==> src/rtl/xarb_pkg.sv <==
// Shared types for the external bus arbiter.
package xarb_pkg;

    // Granting-role states.
    typedef enum logic [1:0] {
        MS_OWN     = 2'd0,
        MS_GRANT   = 2'd1,
        MS_RECLAIM = 2'd2
    } mst_state_e;

    // Requesting-role states.
    typedef enum logic [2:0] {
        SL_IDLE = 3'd0,
        SL_REQ  = 3'd1,
        SL_OWN  = 3'd2,
        SL_REL  = 3'd3,
        SL_GAP  = 3'd4
    } slv_state_e;

endpackage

==> src/rtl/xarb_sync.sv <==
// Multi-stage level synchroniser for asynchronous handshake inputs.
// Assumes inputs are levels held well beyond STAGES clock cycles.
module xarb_sync #(
    parameter int WIDTH  = 2,
    parameter int STAGES = 2
) (
    input  logic             clk,
    input  logic             rst_n,
    input  logic [WIDTH-1:0] d,
    output logic [WIDTH-1:0] q
);
    logic [WIDTH-1:0] stage_q [STAGES];

    // First stage captures the raw pins.
    always_ff @(posedge clk) begin
        if (!rst_n) stage_q[0] <= '0;
        else        stage_q[0] <= d;
    end

    // Remaining stages form the shift chain.
    for (genvar i = 1; i < STAGES; i++) begin : g_stage
        always_ff @(posedge clk) begin
            if (!rst_n) stage_q[i] <= '0;
            else        stage_q[i] <= stage_q[i-1];
        end
    end

    assign q = stage_q[STAGES-1];
endmodule

==> src/rtl/xarb_master.sv <==
// Granting-role FSM: yields the bus to an external requester once the
// local bus cycle has ended, and returns through one idle cycle.
// Assumes hold_s is already synchronised; resets to MS_OWN when inactive.
module xarb_master
    import xarb_pkg::*;
(
    input  logic clk,
    input  logic rst_n,
    input  logic active,
    input  logic hold_s,
    input  logic seq_busy,
    input  logic seq_pending,
    output logic grant_o,
    output logic float_o,
    output logic breq_o
);
    mst_state_e state_q, state_d;

    // Next-state decision.
    always_comb begin
        state_d = state_q;
        if (!active) begin
            state_d = MS_OWN;
        end else begin
            case (state_q)
                MS_OWN:     if (hold_s && !seq_busy) state_d = MS_GRANT;
                MS_GRANT:   if (!hold_s)             state_d = MS_RECLAIM;
                MS_RECLAIM:                          state_d = MS_OWN;
                default:                             state_d = MS_OWN;
            endcase
        end
    end

    // State register.
    always_ff @(posedge clk) begin
        if (!rst_n) state_q <= MS_OWN;
        else        state_q <= state_d;
    end

    assign grant_o = (state_q == MS_GRANT);
    assign float_o = (state_q != MS_OWN);
    assign breq_o  = grant_o && seq_pending;
endmodule

==> src/rtl/xarb_slave.sv <==
// Requesting-role FSM: raises hold when a local access waits, owns the bus
// only while the synchronised acknowledge is active, and drops back through
// an idle cycle when the acknowledge is withdrawn.
// Assumes hlda_s is already synchronised; resets to SL_IDLE when inactive.
module xarb_slave
    import xarb_pkg::*;
(
    input  logic clk,
    input  logic rst_n,
    input  logic active,
    input  logic hlda_s,
    input  logic seq_busy,
    input  logic seq_pending,
    output logic hold_o,
    output logic float_o
);
    slv_state_e state_q, state_d;

    // Next-state decision.
    always_comb begin
        state_d = state_q;
        if (!active) begin
            state_d = SL_IDLE;
        end else begin
            case (state_q)
                SL_IDLE: if (seq_pending && !hlda_s) state_d = SL_REQ;
                SL_REQ:  if (hlda_s)                 state_d = SL_OWN;
                SL_OWN: begin
                    if (!hlda_s)                          state_d = SL_GAP;
                    else if (!seq_pending && !seq_busy)   state_d = SL_REL;
                end
                SL_REL:  if (!hlda_s)                state_d = SL_IDLE;
                SL_GAP:                              state_d = SL_IDLE;
                default:                             state_d = SL_IDLE;
            endcase
        end
    end

    // State register.
    always_ff @(posedge clk) begin
        if (!rst_n) state_q <= SL_IDLE;
        else        state_q <= state_d;
    end

    assign hold_o  = (state_q == SL_REQ) || (state_q == SL_OWN);
    assign float_o = (state_q != SL_OWN);
endmodule

==> src/rtl/xbus_share_arb.sv <==
// Top of the shared external bus arbiter. Selects the granting or requesting
// role, synchronises the handshake pins and steers pin values and enables.
// Assumes arb_en and slave_mode change only while arbitration is disabled.
module xbus_share_arb #(
    parameter int SYNC_STAGES = 2
) (
    input  logic clk,
    input  logic rst_n,
    input  logic arb_en,
    input  logic slave_mode,
    input  logic seq_busy,
    input  logic seq_pending,
    input  logic hold_i,
    output logic hold_o,
    output logic hold_oe,
    input  logic hlda_i,
    output logic hlda_o,
    output logic hlda_oe,
    output logic breq_o,
    output logic breq_oe,
    output logic bus_float
);
    localparam int NPINS = 2;

    logic [NPINS-1:0] pins_raw, pins_s;
    logic m_active, s_active;
    logic m_grant, m_float, m_breq;
    logic s_hold, s_float;

    assign pins_raw = {hlda_i, hold_i};
    assign m_active = arb_en && !slave_mode;
    assign s_active = arb_en && slave_mode;

    xarb_sync #(.WIDTH(NPINS), .STAGES(SYNC_STAGES)) u_sync (
        .clk   (clk),
        .rst_n (rst_n),
        .d     (pins_raw),
        .q     (pins_s)
    );

    xarb_master u_master (
        .clk         (clk),
        .rst_n       (rst_n),
        .active      (m_active),
        .hold_s      (pins_s[0]),
        .seq_busy    (seq_busy),
        .seq_pending (seq_pending),
        .grant_o     (m_grant),
        .float_o     (m_float),
        .breq_o      (m_breq)
    );

    xarb_slave u_slave (
        .clk         (clk),
        .rst_n       (rst_n),
        .active      (s_active),
        .hlda_s      (pins_s[1]),
        .seq_busy    (seq_busy),
        .seq_pending (seq_pending),
        .hold_o      (s_hold),
        .float_o     (s_float)
    );

    // Pin steering: only the active role drives its lines.
    always_comb begin
        hold_oe   = s_active;
        hold_o    = s_active && s_hold;
        hlda_oe   = m_active;
        hlda_o    = m_active && m_grant;
        breq_oe   = m_active;
        breq_o    = m_active && m_breq;
        bus_float = m_active ? m_float : (s_active ? s_float : 1'b0);
    end
endmodule

==> config.mk <==
export PLATFORM = sky130hd
export DESIGN_NAME = xbus_share_arb
export DESIGN_NICKNAME = d
export VERILOG_FILES = /design/src/rtl/xarb_pkg.sv /design/src/rtl/xarb_sync.sv /design/src/rtl/xarb_master.sv /design/src/rtl/xarb_slave.sv /design/src/rtl/xbus_share_arb.sv
export SDC_FILE = /design/constraint.sdc
export NUM_CORES = 1
export LEC_CHECK = 0
export BUFFER_PORTS_ARGS = -buffer_cell sky130_fd_sc_hd__buf_2
export CAP_MARGIN = 30
export CORE_AREA = 3 3 40 42
export CTS_CLUSTER_SIZE = 12
export DETAILED_ROUTE_END_ITERATION = 16
export DIE_AREA = 0 0 43 45
export GPL_TIMING_DRIVEN = 0
export PLACE_DENSITY = 0.52
export RECOVER_POWER = 100
export SYNTH_ARGS = -nofsm -noshare
export SYNTH_HDL_FRONTEND = slang
export SYNTH_SLANG_ARGS = --single-unit
==> constraint.sdc <==
create_clock -name clk -period 1.1 [get_ports clk]
set_input_delay 0.22 -clock clk [delete_from_list [all_inputs] [get_ports clk]]
set_output_delay 0.22 -clock clk [all_outputs]
set_load 0.01 [all_outputs]
==> impl_table.tex <==
\begin{tabular}{lr}
\hline
Metric & Value \\
\hline
\multicolumn{2}{l}{\textbf{Power}} \\
\quad Worst VDD drop & 0.5266 mV \\
\quad Power Dens Cells & 1124 nW/um\^{}2 \\
\quad Static leakage power & 0.2686 nW \\
\quad Total chip power & 0.6494 mW \\
\multicolumn{2}{l}{\textbf{Placed design}} \\
\quad Pre-CTS worst setup slack & -0.1113 ns \\
\quad Total of buffers placed on input and output ports & 14 \\
\quad Gpl congestion & 0.5944 \\
\quad Detail Placement HPWL & 521.6 um \\
\quad Placed cell count & 66 \\
\multicolumn{2}{l}{\textbf{Clock network}} \\
\quad Total CTS buffers & 3 \\
\quad Post-CTS clock slew at the launch and capture registers of the worst setup and hold paths & 0.06 ns \\
\quad CTS Hold Buffers Added & 0 \\
\quad CTS max path bufs & 2 \\
\quad Later-pin clock latency in the skew report & 0.25 ns \\
\quad CTS Root Cell & sky130\_fd\_sc\_hd\_\_clkbuf\_4 \\
\quad Level count of the clock H-tree & 1 \\
\quad Clock Sink Count & 9 \\
\quad Clock tree from TritonCTS & done \\
\multicolumn{2}{l}{\textbf{GRT}} \\
\quad Initial antenna violation count & 0 \\
\quad Met2 usage & 15.27\% \\
\quad Overflow left after global routing & 0 \\
\quad Global Route met3 Usage & 2.390\% \\
\quad Number of global-route vias before repair & 334 \\
\quad Global-route usage over all layers & 9.783\% \\
\quad Largest net degree at the start of global routing & 8 \\
\quad Routing usage on met1 & 11.71\% \\
\quad Gr busiest metal & met2 \\
\quad First-pass GRT wire length & 1380 um \\
\multicolumn{2}{l}{\textbf{Floorplanning}} \\
\quad Initial cell density of the core & 29.31\% \\
\quad Overall die width & 43 um \\
\quad Height of the die & 45 um \\
\quad Overall die area & 1935 sq um \\
\quad Top Ports & 15 \\
\quad Placeable core region & 1285 sq um \\
\quad Placement row count & 13 \\
\multicolumn{2}{l}{\textbf{Drt}} \\
\quad DRT Pass-1 Iters & 2 \\
\quad Avg Vias per Cell & 4.382 \\
\quad Drc violations & 0 \\
\quad Per-cell routed wire length & 10.13 um \\
\quad Via Count & 333 \\
\quad Wire length after detailed routing & 770 um \\
\quad Drt first-iter violations & 3 \\
\quad Remaining number of nets flagged by the antenna check after routing & 0 \\
\multicolumn{2}{l}{\textbf{Worst hold path}} \\
\quad Hold crit path type & in -> reg \\
\multicolumn{2}{l}{\textbf{Synthesis}} \\
\quad Sequential area share after synthesis & 47.84\% \\
\quad Count of cell types in the netlist & 21 \\
\quad Average size of a mapped cell & 10.18 sq um \\
\quad Most frequent cells after synthesis & sky130\_fd\_sc\_hd\_\_dfxtp\_1 (9), sky130\_fd\_sc\_hd\_\_and2\_1 (5) \\
\quad Flop and latch count out of synthesis & 9 \\
\quad Cell area after technology mapping & 376.6 sq um \\
\quad Number of enable flip-flop cells after synthesis & 0 \\
\quad Fraction of registers with async set/reset & 0\% \\
\quad Post-Synthesis Cells & 37 \\
\quad Leading area contributor after synthesis & sky130\_fd\_sc\_hd\_\_dfxtp\_1 \\
\quad Top cell type's share of synthesized area & 47.84\% \\
\quad Syn\_nets & 45 \\
\quad Most frequent cell after synthesis & sky130\_fd\_sc\_hd\_\_dfxtp\_1 \\
\quad Top area cells in the synthesized netlist & sky130\_fd\_sc\_hd\_\_dfxtp\_1 (48\%), sky130\_fd\_sc\_hd\_\_and2\_1 (8.3\%), sky130\_fd\_sc\_hd\_\_xor2\_1 (4.7\%) \\
\quad Top flip-flop cell by instance count after synthesis & sky130\_fd\_sc\_hd\_\_dfxtp\_1 \\
\quad Total of warnings raised by yosys & 0 \\
\multicolumn{2}{l}{\textbf{Critical path}} \\
\quad Data arrival time of the critical path & 1.15 ns \\
\quad Type of the worst setup path & reg -> out \\
\quad CP Launch Type & flip-flop \\
\quad Required time at the worst-slack endpoint & 0.88 ns \\
\quad Worst setup EP type & output pin \\
\quad Highest fanout seen on the critical path & 2 \\
\multicolumn{2}{l}{\textbf{STA}} \\
\quad Number of slew-limit violations in the final report & 0 \\
\quad Fin. Hold Viols & 0 \\
\quad Post-Route Skew & 0.0003054 ns \\
\quad Period utilization & 124.1\% \\
\quad Setup-failing EPs final & 5 \\
\quad Least-Margin Pin Slew & 0.3187 ns \\
\quad Max frequency & 732.5 MHz \\
\quad Post-layout minimum cycle time & 1.365 ns \\
\quad Unrepaired setup endpoints after global routing & yes \\
\quad Worst hold margin & 0.1667 ns \\
\quad Relative max-transition margin & 78.59\% \\
\quad Final Worst Setup Slack & -0.2653 ns \\
\multicolumn{2}{l}{\textbf{Job}} \\
\quad Number of violations of the max-capacitance limit & 0 \\
\multicolumn{2}{l}{\textbf{Final layout}} \\
\quad Fraction of final layout cells with drive strength greater than 1 & 47.54\% \\
\quad Final net count & 70 \\
\quad Non-filler instance count after layout & 76 \\
\quad Area overhead of the layout relative to synthesis & 53.49\% \\
\quad Antenna diode count & 0 \\
\multicolumn{2}{l}{\textbf{Run status}} \\
\quad Result of the run & finished, violations left \\
\quad Violated checks & setup timing \\
\hline
\end{tabular}
==> sequential cells by signal (all words and copies together), names as in the netlist <==
| register | cells |
|---|---|
| u_master.state_q | 2 |
| u_slave.state_q | 3 |
| u_sync.stage_q | 4 |
==> through the flow <==
stage,setup TNS [ns],utilization [%],area (sq um)
after floorplan,0,-,382.9
final,-1.089,44.99,578.1
after global routing,-1.376,44.99,578.1
after global placement,-0.1635,36.71,471.7
after detailed placement,-0.1631,36.71,471.7
after CTS,-0.9548,42.55,546.8
==> report_power, final <==
part | internal [mW] | total [mW] | switching [mW]
clock | 0.139 | 0.248 | 0.109
combinational | 0.0319 | 0.0635 | 0.0316
sequential | 0.334 | 0.338 | 0.00328
==> worst paths after layout <==
check	cells past startpoint	slack, ns	start	end
min reg2reg	2	0.44	u_sync.stage_q[1][0]$_SDFF_PN0_	u_master.state_q[0]$_SDFFE_PN0P_
max	3	-0.27	u_slave.state_q[0]$_SDFFE_PN0P_	bus_float
min	2	0.17	hlda_i	u_sync.stage_q[0][1]$_SDFF_PN0_
max reg2reg	4	-0.11	u_slave.state_q[0]$_SDFFE_PN0P_	u_slave.state_q[0]$_SDFFE_PN0P_
==> area by class of cell <==
class	instances	area, sq um
sequential	9	182.7
clock buffer	4	26.28
tap	15	18.77
multi-input combinational	25	202.7
fill	131	706.9
buffer	1	7.507
inverter	2	7.507
timing repair buffer	20	132.6
==> critical path, stage by stage, from the launching register on <==
cell	delay, ns
sky130_fd_sc_hd__dfxtp_2	0.32
sky130_fd_sc_hd__and2b_2	0.22
sky130_fd_sc_hd__a311oi_2	0.18
sky130_fd_sc_hd__buf_2	0.16
==> logic make-up after synthesis <==
group | share of synthesized area (%)
AND/OR/NAND/NOR | 35.88
flip-flops | 47.84
AO/OA/AOI/OAI | 7.639
buffers and inverters | 3.988
XOR/XNOR | 4.652
==> routing by layer <==
| layer | share of wire (%) | wire length (um) |
|---|---|---|
| met4 | 0.52 | 4 |
| met5 | 0 | 0 |
| met1 | 46 | 352 |
| met3 | 7.8 | 60 |
| met2 | 46 | 353 |
==> cell usage in the layout (no fill, tap or decap) <==
cell and n:
sky130_fd_sc_hd__a2111oi_4 1, sky130_fd_sc_hd__a311oi_2 1, sky130_fd_sc_hd__and2_0 2, sky130_fd_sc_hd__and2_1 3, sky130_fd_sc_hd__and2_4 1, sky130_fd_sc_hd__and2b_2 1, sky130_fd_sc_hd__and3_1 1, sky130_fd_sc_hd__and3b_1 1
sky130_fd_sc_hd__and4bb_2 1, sky130_fd_sc_hd__buf_2 9, sky130_fd_sc_hd__buf_4 5, sky130_fd_sc_hd__buf_6 4, sky130_fd_sc_hd__clkbuf_1 3, sky130_fd_sc_hd__clkbuf_2 1, sky130_fd_sc_hd__clkbuf_4 3, sky130_fd_sc_hd__dfxtp_1 7
sky130_fd_sc_hd__dfxtp_2 2, sky130_fd_sc_hd__inv_1 2, sky130_fd_sc_hd__nand2_1 1, sky130_fd_sc_hd__nand4b_1 1, sky130_fd_sc_hd__nor2_1 1, sky130_fd_sc_hd__nor2b_1 2, sky130_fd_sc_hd__nor3_1 2, sky130_fd_sc_hd__nor3b_1 1
sky130_fd_sc_hd__nor4b_1 1, sky130_fd_sc_hd__o21ai_0 1, sky130_fd_sc_hd__or2_1 1, sky130_fd_sc_hd__xor2_1 2
==> timing repair <==
action,CTS,global route
setup buffers,4,2
gates resized for setup,7,3
setup endpoints to repair,4,5
pin swaps,3,2
No activity file was read; power rests on OpenSTA's default activity.
